===== src/rtl/useq_pkg.sv =====
package useq_pkg;

  typedef enum logic [1:0] {
    MODE_SEQ    = 2'd0,
    MODE_BRANCH = 2'd1,
    MODE_WAIT   = 2'd2,
    MODE_RSVD   = 2'd3
  } useq_mode_e;

endpackage


===== src/rtl/useq_cond_sync.sv =====
module useq_cond_sync #(
  parameter int COND_N = 4,
  parameter int STAGES = 2
) (
  input  logic              clk,
  input  logic              rst_n,
  input  logic [COND_N-1:0] cond_async,
  output logic [COND_N-1:0] cond_sync
);

  logic [COND_N-1:0] stg [STAGES];

  always_ff @(posedge clk or negedge rst_n) begin
    if (!rst_n) stg[0] <= '0;
    else        stg[0] <= cond_async;
  end

  for (genvar i = 1; i < STAGES; i++) begin : g_stage
    always_ff @(posedge clk or negedge rst_n) begin
      if (!rst_n) stg[i] <= '0;
      else        stg[i] <= stg[i-1];
    end

    // each stage adds exactly one edge of delay
    assert_sync_chain_R7: assert property (@(posedge clk) disable iff (!rst_n)
      stg[i] == $past(stg[i-1]));
  end

  assign cond_sync = stg[STAGES-1];

endmodule


===== src/rtl/useq_cond_eval.sv =====
module useq_cond_eval #(
  parameter int COND_N = 4,
  parameter int SEL_W  = 3
) (
  input  logic [COND_N-1:0] cond,
  input  logic [SEL_W-1:0]  sel,
  input  logic              inv,
  output logic              hit
);

  // selector 0 is constant true, 1..COND_N pick a condition, the rest are false
  function automatic logic pick_cond(input logic [COND_N-1:0] c,
                                     input logic [SEL_W-1:0] s);
    logic r;
    r = (s == '0);
    for (int i = 0; i < COND_N; i++) begin
      if (s == SEL_W'(i + 1)) r = c[i];
    end
    return r;
  endfunction

  assign hit = pick_cond(cond, sel) ^ inv;

endmodule


===== src/rtl/useq_next_ctl.sv =====
module useq_next_ctl
  import useq_pkg::*;
#(
  parameter int ADDR_W = 6
) (
  input  useq_mode_e        mode,
  input  logic              hit,
  input  logic [ADDR_W-1:0] cur_addr,
  input  logic [ADDR_W-1:0] target,
  output logic              taken,
  output logic              stall,
  output logic              advance,
  output logic [ADDR_W-1:0] next_addr
);

  function automatic logic [ADDR_W-1:0] step_addr(input logic [ADDR_W-1:0] a);
    return a + ADDR_W'(1);
  endfunction

  always_comb begin
    taken   = (mode == MODE_BRANCH) && hit;
    stall   = (mode == MODE_WAIT) && !hit;
    advance = !taken && !stall;
    if (taken)      next_addr = target;
    else if (stall) next_addr = cur_addr;
    else            next_addr = step_addr(cur_addr);
  end

endmodule


===== src/rtl/useq_pipe.sv =====
module useq_pipe
  import useq_pkg::*;
#(
  parameter int ADDR_W      = 6,
  parameter int CTRL_W      = 8,
  parameter int COND_N      = 4,
  parameter int SYNC_STAGES = 2,
  localparam int SEL_W      = $clog2(COND_N + 2),
  localparam int WORD_W     = CTRL_W + ADDR_W + SEL_W + 3
) (
  input  logic              clk,
  input  logic              rst_n,
  input  logic [COND_N-1:0] cond_async,
  output logic [ADDR_W-1:0] cs_addr,
  input  logic [WORD_W-1:0] cs_word,
  output logic [CTRL_W-1:0] ctrl_out
);

  localparam int TGT_LO  = CTRL_W;
  localparam int SEL_LO  = TGT_LO + ADDR_W;
  localparam int INV_BIT = SEL_LO + SEL_W;
  localparam int MODE_LO = INV_BIT + 1;

  logic [WORD_W-1:0] ir_q;
  logic [ADDR_W-1:0] csar_q;

  logic [COND_N-1:0] cond_s;
  logic              hit;
  logic              taken, stall, advance;
  logic [ADDR_W-1:0] next_addr;
  useq_mode_e        mode_w;
  logic [ADDR_W-1:0] target_w;

  assign mode_w   = useq_mode_e'(ir_q[MODE_LO +: 2]);
  assign target_w = ir_q[TGT_LO +: ADDR_W];

  useq_cond_sync #(.COND_N(COND_N), .STAGES(SYNC_STAGES)) u_sync (
    .clk(clk), .rst_n(rst_n), .cond_async(cond_async), .cond_sync(cond_s)
  );

  useq_cond_eval #(.COND_N(COND_N), .SEL_W(SEL_W)) u_eval (
    .cond(cond_s), .sel(ir_q[SEL_LO +: SEL_W]), .inv(ir_q[INV_BIT]), .hit(hit)
  );

  useq_next_ctl #(.ADDR_W(ADDR_W)) u_next (
    .mode(mode_w), .hit(hit), .cur_addr(csar_q), .target(target_w),
    .taken(taken), .stall(stall), .advance(advance), .next_addr(next_addr)
  );

  // fetch register and word register, both on the single rising edge
  always_ff @(posedge clk or negedge rst_n) begin
    if (!rst_n) begin
      csar_q <= '0;
      ir_q   <= '0;
    end else begin
      csar_q <= next_addr;
      if (taken)      ir_q <= '0;
      else if (!stall) ir_q <= cs_word;
    end
  end

  assign cs_addr  = csar_q;
  assign ctrl_out = ir_q[CTRL_W-1:0];

  // the wrongly fetched word is replaced by a no-operation
  assert_squash_nop_R3: assert property (@(posedge clk) disable iff (!rst_n)
    taken |=> (ctrl_out == '0));

  // the fetch pointer lands on the branch target
  assert_target_load_R3: assert property (@(posedge clk) disable iff (!rst_n)
    taken |=> (cs_addr == $past(target_w)));

  // a branch that falls through executes the prefetched word with no bubble
  assert_no_bubble_R4: assert property (@(posedge clk) disable iff (!rst_n)
    (mode_w == MODE_BRANCH && !hit) |=> (ctrl_out == $past(cs_word[CTRL_W-1:0])));

  // a pending wait freezes both registers
  assert_wait_hold_R6: assert property (@(posedge clk) disable iff (!rst_n)
    stall |=> ($stable(ctrl_out) && $stable(cs_addr)));

  // sequential flow moves the pointer by exactly one
  assert_seq_step_R2: assert property (@(posedge clk) disable iff (!rst_n)
    advance |=> ((cs_addr - $past(cs_addr)) == ADDR_W'(1)));

endmodule


===== config.mk =====
export PLATFORM = sky130hd
export DESIGN_NAME = useq_pipe
export DESIGN_NICKNAME = d
export VERILOG_FILES = /design/src/rtl/useq_pkg.sv /design/src/rtl/useq_cond_sync.sv /design/src/rtl/useq_cond_eval.sv /design/src/rtl/useq_next_ctl.sv /design/src/rtl/useq_pipe.sv
export SDC_FILE = /design/constraint.sdc
export NUM_CORES = 1
export LEC_CHECK = 0
export CAP_MARGIN = 15
export CORE_MARGIN = 2
export CORE_UTILIZATION = 30
export CTS_CLUSTER_SIZE = 25
export DETAILED_ROUTE_END_ITERATION = 8
export GPL_ROUTABILITY_DRIVEN = 0
export GPL_TIMING_DRIVEN = 0
export PLACE_DENSITY = 0.58
export SKIP_CTS_REPAIR_TIMING = 1
export SLEW_MARGIN = 15
export SYNTH_ARGS = -nofsm -noshare
export SYNTH_HDL_FRONTEND = slang
export SYNTH_SLANG_ARGS = --single-unit

===== constraint.sdc =====
create_clock -name clk -period 2.6 [get_ports clk]
set_input_delay 0.78 -clock clk [delete_from_list [all_inputs] [get_ports clk]]
set_output_delay 0.78 -clock clk [all_outputs]
set_load 0.01 [all_outputs]

* After elaboration in Yosys (flattened, before gate mapping)
Index checks and enable logic that the tools add are counted.
** Cells by class
- Add/subtract/negate cells :: 1
- Multipliers :: 0
- Div/mod/pow operators :: 0
- Order comparisons :: 0
- Equality and inequality tests :: 7
- Shift-type cells :: 0
- Mux-type cells :: 8
- Bitwise gates (word level) :: 1
- Reductions and logical operators :: 4
** Operators with widths (count)
- $mux W20 :: 2
- $mux W6 :: 2
- $add A6 B1 Y6 const B :: 1
- $eq A3 B2 Y1 const B :: 2
- $mux W1 :: 4
- $eq A3 B1 Y1 const B :: 1
- $eq A3 B3 Y1 const B :: 1
- $logic_not A3 Y1 :: 1
- $eq A2 B1 Y1 const B :: 1
- $eq A2 B2 Y1 const B :: 1
- $logic_and A1 B1 Y1 :: 2
- $ne A2 B2 Y1 const B :: 1
- $logic_not A1 Y1 :: 1
- $xor A1 B1 Y1 :: 1
** Word-level totals
- Register bits after elaboration :: 34
- Bits in latches :: 0
- Bits in writable memories :: 0
- ROM bits :: 0
- Bits of input ports :: 26
- Word-level logic and storage cells :: 25
- Memories :: 0

* Depth between registers and ports, before layout
Gate-level depths: netlist (run 1).
- Depth after elaboration :: 10
- Gate-level depth with buffers :: 7
- Mapped depth without buffers :: 6

* Modules after synthesis
A second synthesis (run 1) with hierarchy kept.
** Unflattened totals
- Cell total of the unflattened synthesis :: 128
- Area total of the unflattened synthesis :: 1501.4 µm²
** Modules (own cells, without submodules)
- useq_pipe :: times used 1, cells each 78, area an instance 1016.0 µm², seq. area each 650.6 µm²
- useq_cond_sync :: times used 1, cells each 12, area an instance 230.2 µm², seq. area each 200.2 µm²
- useq_next_ctl :: times used 1, cells each 31, area an instance 190.2 µm², seq. area each 0.0 µm²
- useq_cond_eval :: times used 1, cells each 7, area an instance 65.1 µm², seq. area each 0.0 µm²

* Worst setup path before layout (run 1)
No wires, ideal clock.
- Path kind :: reg-to-reg
- Start point :: reg ir_q[14]
- End point :: reg ir_q[10]
- Setup time :: 0.121 ns
- Arrival time :: 1.712 ns
- Data required time :: 2.479 ns
- Setup slack :: 0.767 ns
- Cell stages (with the launch flop) :: 8
- Buffers on the path :: 1
- Period minus slack after synthesis :: 1.833 ns
- Cells stage by stage :: dfrtp_1 -> nand2b_1 -> a21oi_2 -> o21a_4 -> mux2i_4 -> buf_6 -> mux2i_1 -> nor2_1
** On the way
- Longest elaborated chain between the ends :: 9
- Elaborated cells on any way between the ends :: 15
** Ends and longest elaborated chain
- start, declared :: line useq_pipe.sv:24 : logic [WORD_W-1:0] ir_q;
- start signal, assigned :: line useq_pipe.sv:58 : else if (!stall) ir_q <= cs_word;
- $eq A3 B1 Y1 / $logic_not A3 Y1 (equally long branches) :: line useq_cond_eval.sv:17, useq_cond_eval.sv:15
- $mux W1 (3 in a row) :: line useq_cond_eval.sv:17 : if (s == SEL_W'(i + 1)) r = c[i];
- $mux W1 * :: line useq_cond_eval.sv:17
- $xor A1 B1 Y1 * :: line useq_cond_eval.sv:22 : assign hit = pick_cond(cond, sel) ^ inv;
- $logic_not A1 Y1 :: line useq_next_ctl.sv:22 : stall = (mode == MODE_WAIT) && !hit;
- $logic_and A1 B1 Y1 :: line useq_next_ctl.sv:22
- $ne A2 B2 Y1 (no line)
Mark *: on every way between the ends. The rest lies on a longest branch, timed or not.
A chain may end at the register's enable or synchronous reset.

* Worst setup path in the final report (run 1)
- Start point :: reg ir_q[14]
- End point :: reg ir_q[11]
The elaborated chain is that of the path after synthesis.

==> results of run 1 <==
cell usage after synthesis:
master and n:
dfrtp_1 34, nor2_1 19, mux2i_1 18, nand2_1 13
buf_4 9, nor2b_1 5, a22o_1 4, nand2b_1 4
o21ai_0 3, buf_2 2, inv_1 2, mux2i_4 2
o221ai_1 2, a211oi_1 1, a21oi_1 1, a21oi_2 1
a221oi_1 1, a31oi_1 1, and2_1 1, and3_1 1
buf_6 1, ha_1 1, mux2_2 1, nand3_1 1
nor2_2 1, o21a_4 1, o21ai_2 1, o21bai_1 1
o2bb2ai_1 1, o32a_1 1, or2_2 1, xnor2_1 1
flip-flops by register name, summed over array words and instances, names as in the netlist:
name and flops:
ir_q 20, u_sync.stg 4, cs_addr 6, u_sync.cond_sync 4
routing by layer:
layer,GRT usage (%),vias to the layer above,share of wire [%]
met2,20.97,30,49
li1,-,546,-
met5,0,-,0
met3,4.265,4,6.0
met1,15.29,553,44
met4,3.273,0,1.1
through the flow:
step           power, uW  utilization (%)  worst slack (ns)
2_1_floorplan       1812                -            0.7667
3_3_place_gp        2240            40.26           0.04903
6_report            2621            41.79            0.5225
5_1_grt             2841            41.79            0.3684
3_5_place_dp        2283            40.16            0.5137
4_1_cts             2674            41.79            0.5043
cell usage in the layout, fill, tap and decap left out, types with 2 or more instances in the layout:
cell and count:
clkdlybuf4s50_1 38, dfrtp_1 34, nor2_1 19, mux2i_1 18, nand2_1 13, buf_4 9, clkbuf_8 6, nor2b_1 5
nand2b_1 4, a22o_1 4, buf_2 3, o21ai_0 3, mux2i_4 2, inv_1 2, o221ai_1 2
power breakdown:
group / total [uW] / switching [uW] / internal (uW) / leakage (uW)
Combinational: 1320 / 594 / 726 / 0.000442
Clock: 374 / 170 / 204 / 0.0000431
Sequential: 927 / 178 / 749 / 0.000402
Total: 2620 / 941 / 1680 / 0.000887
area by class of cell:
cell class / count / share of cell area, %
Multi-Input combinational cell: 88 / 29.14
Clock buffer: 6 / 3.894
Sequential cell: 34 / 40.12
Inverter: 2 / 0.3540
Timing Repair Buffer: 39 / 18.17
Tap cell: 70 / 4.130
Buffer: 12 / 4.189
how the worst max path moves through the flow:
stage / start / endpoint / slack (ns)
CTS: ir_q[14] / ir_q[11] / 0.50
floorplan: ir_q[14] / ir_q[10] / 0.77
global placement: rst_n / cs_addr[5] / 0.05
global route: ir_q[14] / ir_q[11] / 0.37
finish: ir_q[14] / ir_q[11] / 0.52
detailed placement: ir_q[14] / ir_q[11] / 0.51
cells by family after synthesis:
group | share of synthesized area (%)
fa+ha+maj | 0.7992
xor+xnor | 0.5597
buf+inv | 6.155
mux | 15.11
simple gates | 13.19
compound gates | 9.832
flops | 54.36
==> impl_metrics.json, run 1 <==
{
  "antenna_found_initial": 0,
  "holdCritStartpoint": "u_sync.stg[4]",
  "cts_tree": "yes",
  "worstPathMaxFanout": 10,
  "cp_data_required_time_ns": 2.76,
  "r2r_slack_ns": 0.52,
  "htree_levels": 2,
  "grt.overflow.total": 0,
  "syn_nets": 163,
  "post-synth-top-area-fraction_pct": 54.36,
  "outcome": "finished clean",
  "avgSynthCellArea_um2": 11.51,
  "place_area_um2": 2038,
  "clock-sinks": 34,
  "dr.pass1.iters": 4,
  "ant_nets": 0,
  "grt_pass1_vias": 1216,
  "crit_cells": 7,
  "maxSlewViolCount": 0,
  "rsz0062_at_grt": "no",
  "core-area_um2": 5075,
  "cellPowerDensity_nw_per_um2": 1236,
  "die_y_um": 76.23,
  "grt_pass1_wl_um": 5830,
  "num_vias": 1133,
  "grt_usage_pct": 12.46,
  "syn2layout_area_growth_pct": 35.49,
  "synth_area_leaders": "dfrtp_1 (54%), mux2i_1 (12%), nor2_1 (4.6%)",
  "io_pins": 40,
  "wl_um": 3238,
  "cts.path.max_buffers": 2,
  "cap_violations": 0,
  "wl_per_cell_um": 12.90,
  "rows": 26,
  "clock_latency_ns": 0.28,
  "setup_viol": 0,
  "min_path_cells": 0,
  "cts_root_buffer": "clkbuf_8",
  "cp.arrival_ns": 2.24,
  "worstRegToRegCells": 7,
  "multi_input_area_um2": 618.1,
  "skew_ns": 0.005898,
  "ir_worst_vdd_mv": 0.4308,
  "period_share_pct": 79.90,
  "worst_path_max_delay_cell": "mux2i_4",
  "min_to": "u_sync.cond_sync[0]",
  "nNetsFinal": 209,
  "yosysTopAreaCell": "dfrtp_1",
  "slew-limit-headroom_pct": 49.34,
  "die_x_um": 76.23,
  "hold_path_class": "flop to flop",
  "ys_seq_elements": 34,
  "dieArea_um2": 5811,
  "numPortBuffers": 39,
  "n_fill_cell": 536,
  "diodes": 0,
  "seq_area_um2": 850.8,
  "endpoint_kind": "flop",
  "clk_pin_slew_ns": 0.07,
  "dp.cells": 245,
  "tightestPinTransition_ns": 0.7599,
  "path_cells": "nand2b_1 > a21oi_2 > o21a_4 > mux2i_4 > buf_6 > mux2i_1 > nor2_1",
  "p_leak_uw": 0.0008869,
  "hold_slack_ns": 0.3465,
  "layout_min_cycle_time_ns": 2.078,
  "path_delay_family": "multiplexers",
  "crit_buf_inv": 1,
  "syn_inst": 136,
  "cp-start-kind": "flop",
  "grt_max_degree": 35,
  "drt_iter0_drc": 42,
  "synth.distinct_cells": 32,
  "vias_per_cell": 4.514,
  "max_freq_ghz": 0.4813,
  "synth_warnings": 0,
  "yosysSeqAreaShare_pct": 54.36,
  "design_area_um2": 2121,
  "reg2reg_from": "ir_q[14]",
  "cts_buffers": 5,
  "setup_tns_ns": 0,
  "drive_gt1_share_pct": 14.92,
  "dp_hpwl_um": 2427,
  "netlist_area_um2": 1565,
  "start_util_pct": 30.84,
  "timing.rr.end": "ir_q[11]",
  "fin_cells": 251,
  "drcViolationCount": 0,
  "hold_violations": 0,
  "crit_type": "flop to flop",
  "cpPeakStageDelay_ns": 0.47
}
No activity file was read; power rests on OpenSTA's default activity.
==> run 2, diff against run 1 <==
--- a/config.mk
+++ b/config.mk
@@ -12,7 +12,7 @@
 export DETAILED_ROUTE_END_ITERATION = 8
 export GPL_ROUTABILITY_DRIVEN = 0
 export GPL_TIMING_DRIVEN = 0
-export PLACE_DENSITY = 0.58
+export PLACE_DENSITY = 0.6
 export SKIP_CTS_REPAIR_TIMING = 1
 export SLEW_MARGIN = 15
 export SYNTH_ARGS = -nofsm -noshare
==> constraint.sdc (replaced) <==
create_clock -name clk -period 1.8 [get_ports clk]
set_input_delay 0.54 -clock clk [delete_from_list [all_inputs] [get_ports clk]]
set_output_delay 0.54 -clock clk [all_outputs]
set_load 0.01 [all_outputs]
==> run 2 against run 1 <==
Against the previous run:
- the flow now finishes with violations (negative setup slack)
- register-to-register slack worse by 0.55 ns
- global-route usage is 0.72 points lower
- utilization is 3.1 points higher
- critical path type unchanged
- critical endpoint is now cs_addr[4]
==> impl_metrics.json, run 2 (same netlist as run 1, synthesis figures left out) <==
{
  "n_fill_cell": 514,
  "hold_slack_ns": 0.3317,
  "numPortBuffers": 39,
  "wl_per_cell_um": 12.29,
  "clock-sinks": 34,
  "cts.path.max_buffers": 2,
  "skew_ns": 0.004425,
  "cpPeakStageDelay_ns": 0.41,
  "timing.rr.end": "cs_addr[4]",
  "htree_levels": 2,
  "drcViolationCount": 0,
  "ant_nets": 0,
  "drt_iter0_drc": 54,
  "fin_ws_ns": -0.03016,
  "io_pins": 40,
  "hold_path_class": "primary input to asynchronous set/reset pin",
  "path_cells": "mux2i_1 > nand2_1 > o21ai_2 > mux2i_4 > mux2_4 > o32a_1",
  "violations": "negative setup slack",
  "worstRegToRegCells": 6,
  "clk_pin_slew_ns": 0.07,
  "core-area_um2": 5075,
  "cap_violations": 0,
  "wl_um": 3270,
  "dp_hpwl_um": 2390,
  "setup_tns_ns": -0.1137,
  "vias_per_cell": 4.432,
  "num_vias": 1179,
  "cts_tree": "yes",
  "r2r_slack_ns": -0.03,
  "detailedPlace.worstSlack_ns": -0.2142,
  "cp-start-kind": "flop",
  "grt_max_degree": 35,
  "dr.pass1.iters": 4,
  "layout_min_cycle_time_ns": 1.830,
  "dieArea_um2": 5811,
  "tightestPinTransition_ns": 0.7580,
  "outcome": "finished, violations left",
  "drive_gt1_share_pct": 21.94,
  "layout_commonest_cell": "dfrtp_1",
  "grt.overflow.total": 0,
  "rows": 26,
  "rsz0062_at_grt": "yes",
  "period_share_pct": 101.7,
  "cts_buffers": 5,
  "cts_root_buffer": "clkbuf_8",
  "antenna_found_initial": 0,
  "reg2reg_from": "ir_q[15]",
  "maxSlewViolCount": 0,
  "cellPowerDensity_nw_per_um2": 1779,
  "top_register": "ir_q",
  "hold_violations": 0,
  "grt_pass1_vias": 1206,
  "syn2layout_area_growth_pct": 45.40,
  "crit_type": "flop to flop",
  "slew-limit-headroom_pct": 49.47,
  "mostFrequentLayoutCells": "dfrtp_1 (34), clkdlybuf4s50_1 (29), buf_4 (22)",
  "grt_usage_pct": 11.74,
  "diodes": 0,
  "largest_register_ffs": 20,
  "endpoint_kind": "flop",
  "start_util_pct": 30.84,
  "die_y_um": 76.23,
  "ir_worst_vdd_mv": 0.6638,
  "max_freq_ghz": 0.5464,
  "worst_path_max_delay_cell": "mux2i_4",
  "worstPathMaxFanout": 6,
  "die_x_um": 76.23,
  "nNetsFinal": 222,
  "grt_pass1_wl_um": 5444,
  "cp_data_required_time_ns": 1.97,
  "setup_viol": 7,
  "p_leak_uw": 0.001059,
  "cp.arrival_ns": 2.00,
  "clock_latency_ns": 0.28
}
[run 2: through the flow]
| stage | total power (uW) | cell area [um2] | utilization [%] | std cells |
|---|---|---|---|---|
| detailed placement | 3298 | 2046 | 40.31 | 245 |
| global placement | 3237 | 2051 | 40.41 | 245 |
| finish | 4049 | 2276 | 44.85 | 266 |
| CTS | 3883 | 2137 | 42.11 | 253 |
| floorplan | 2628 | 1573 | - | 136 |
| global route | 4381 | 2276 | 44.85 | 266 |
[run 2: worst max path at each step]
stage / startpoint / to / depth (start not counted)
2_1_floorplan: ir_q[14] / ir_q[10] / 7
3_3_place_gp: rst_n / cs_addr[5] / 1
3_5_place_dp: ir_q[14] / ir_q[11] / 7
4_1_cts: ir_q[14] / ir_q[15] / 7
5_1_grt: ir_q[14] / cs_addr[4] / 6
6_report: ir_q[15] / cs_addr[4] / 6
[run 2: layer usage]
layer	routed length, um	up-vias	global-route usage (%)
met1	1403	574	14.80
met2	1648	28	19.03
li1	-	574	-
met4	32	0	3.273
met3	186	3	4.265
met5	0	-	0
[run 2: worst max-delay path: cells and delay by family, from the launching register on]
kind	cells	cell delay, ns
DFF	1	0.39
muxes	3	0.95
AOI/OAI and AO/OA	2	0.27
and+or+nand+nor	1	0.11
[run 2: final cells by class]
type / instances / area (um2) / area share, %
plain buffers: 12 / 97.59 / 4.288
multi-input cells: 88 / 631.9 / 27.76
clock inverters: 1 / 5.005 / 0.2199
flip-flops and latches: 34 / 850.8 / 37.38
inverters: 2 / 7.507 / 0.3299
repair buffers: 52 / 509.2 / 22.37
clock buffers: 7 / 86.33 / 3.793
well taps: 70 / 87.58 / 3.848
[run 2: report_power, final]
group          internal [uW]  switching [uW]
logic                   1230             913
registers               1080             253
clock network            308             258
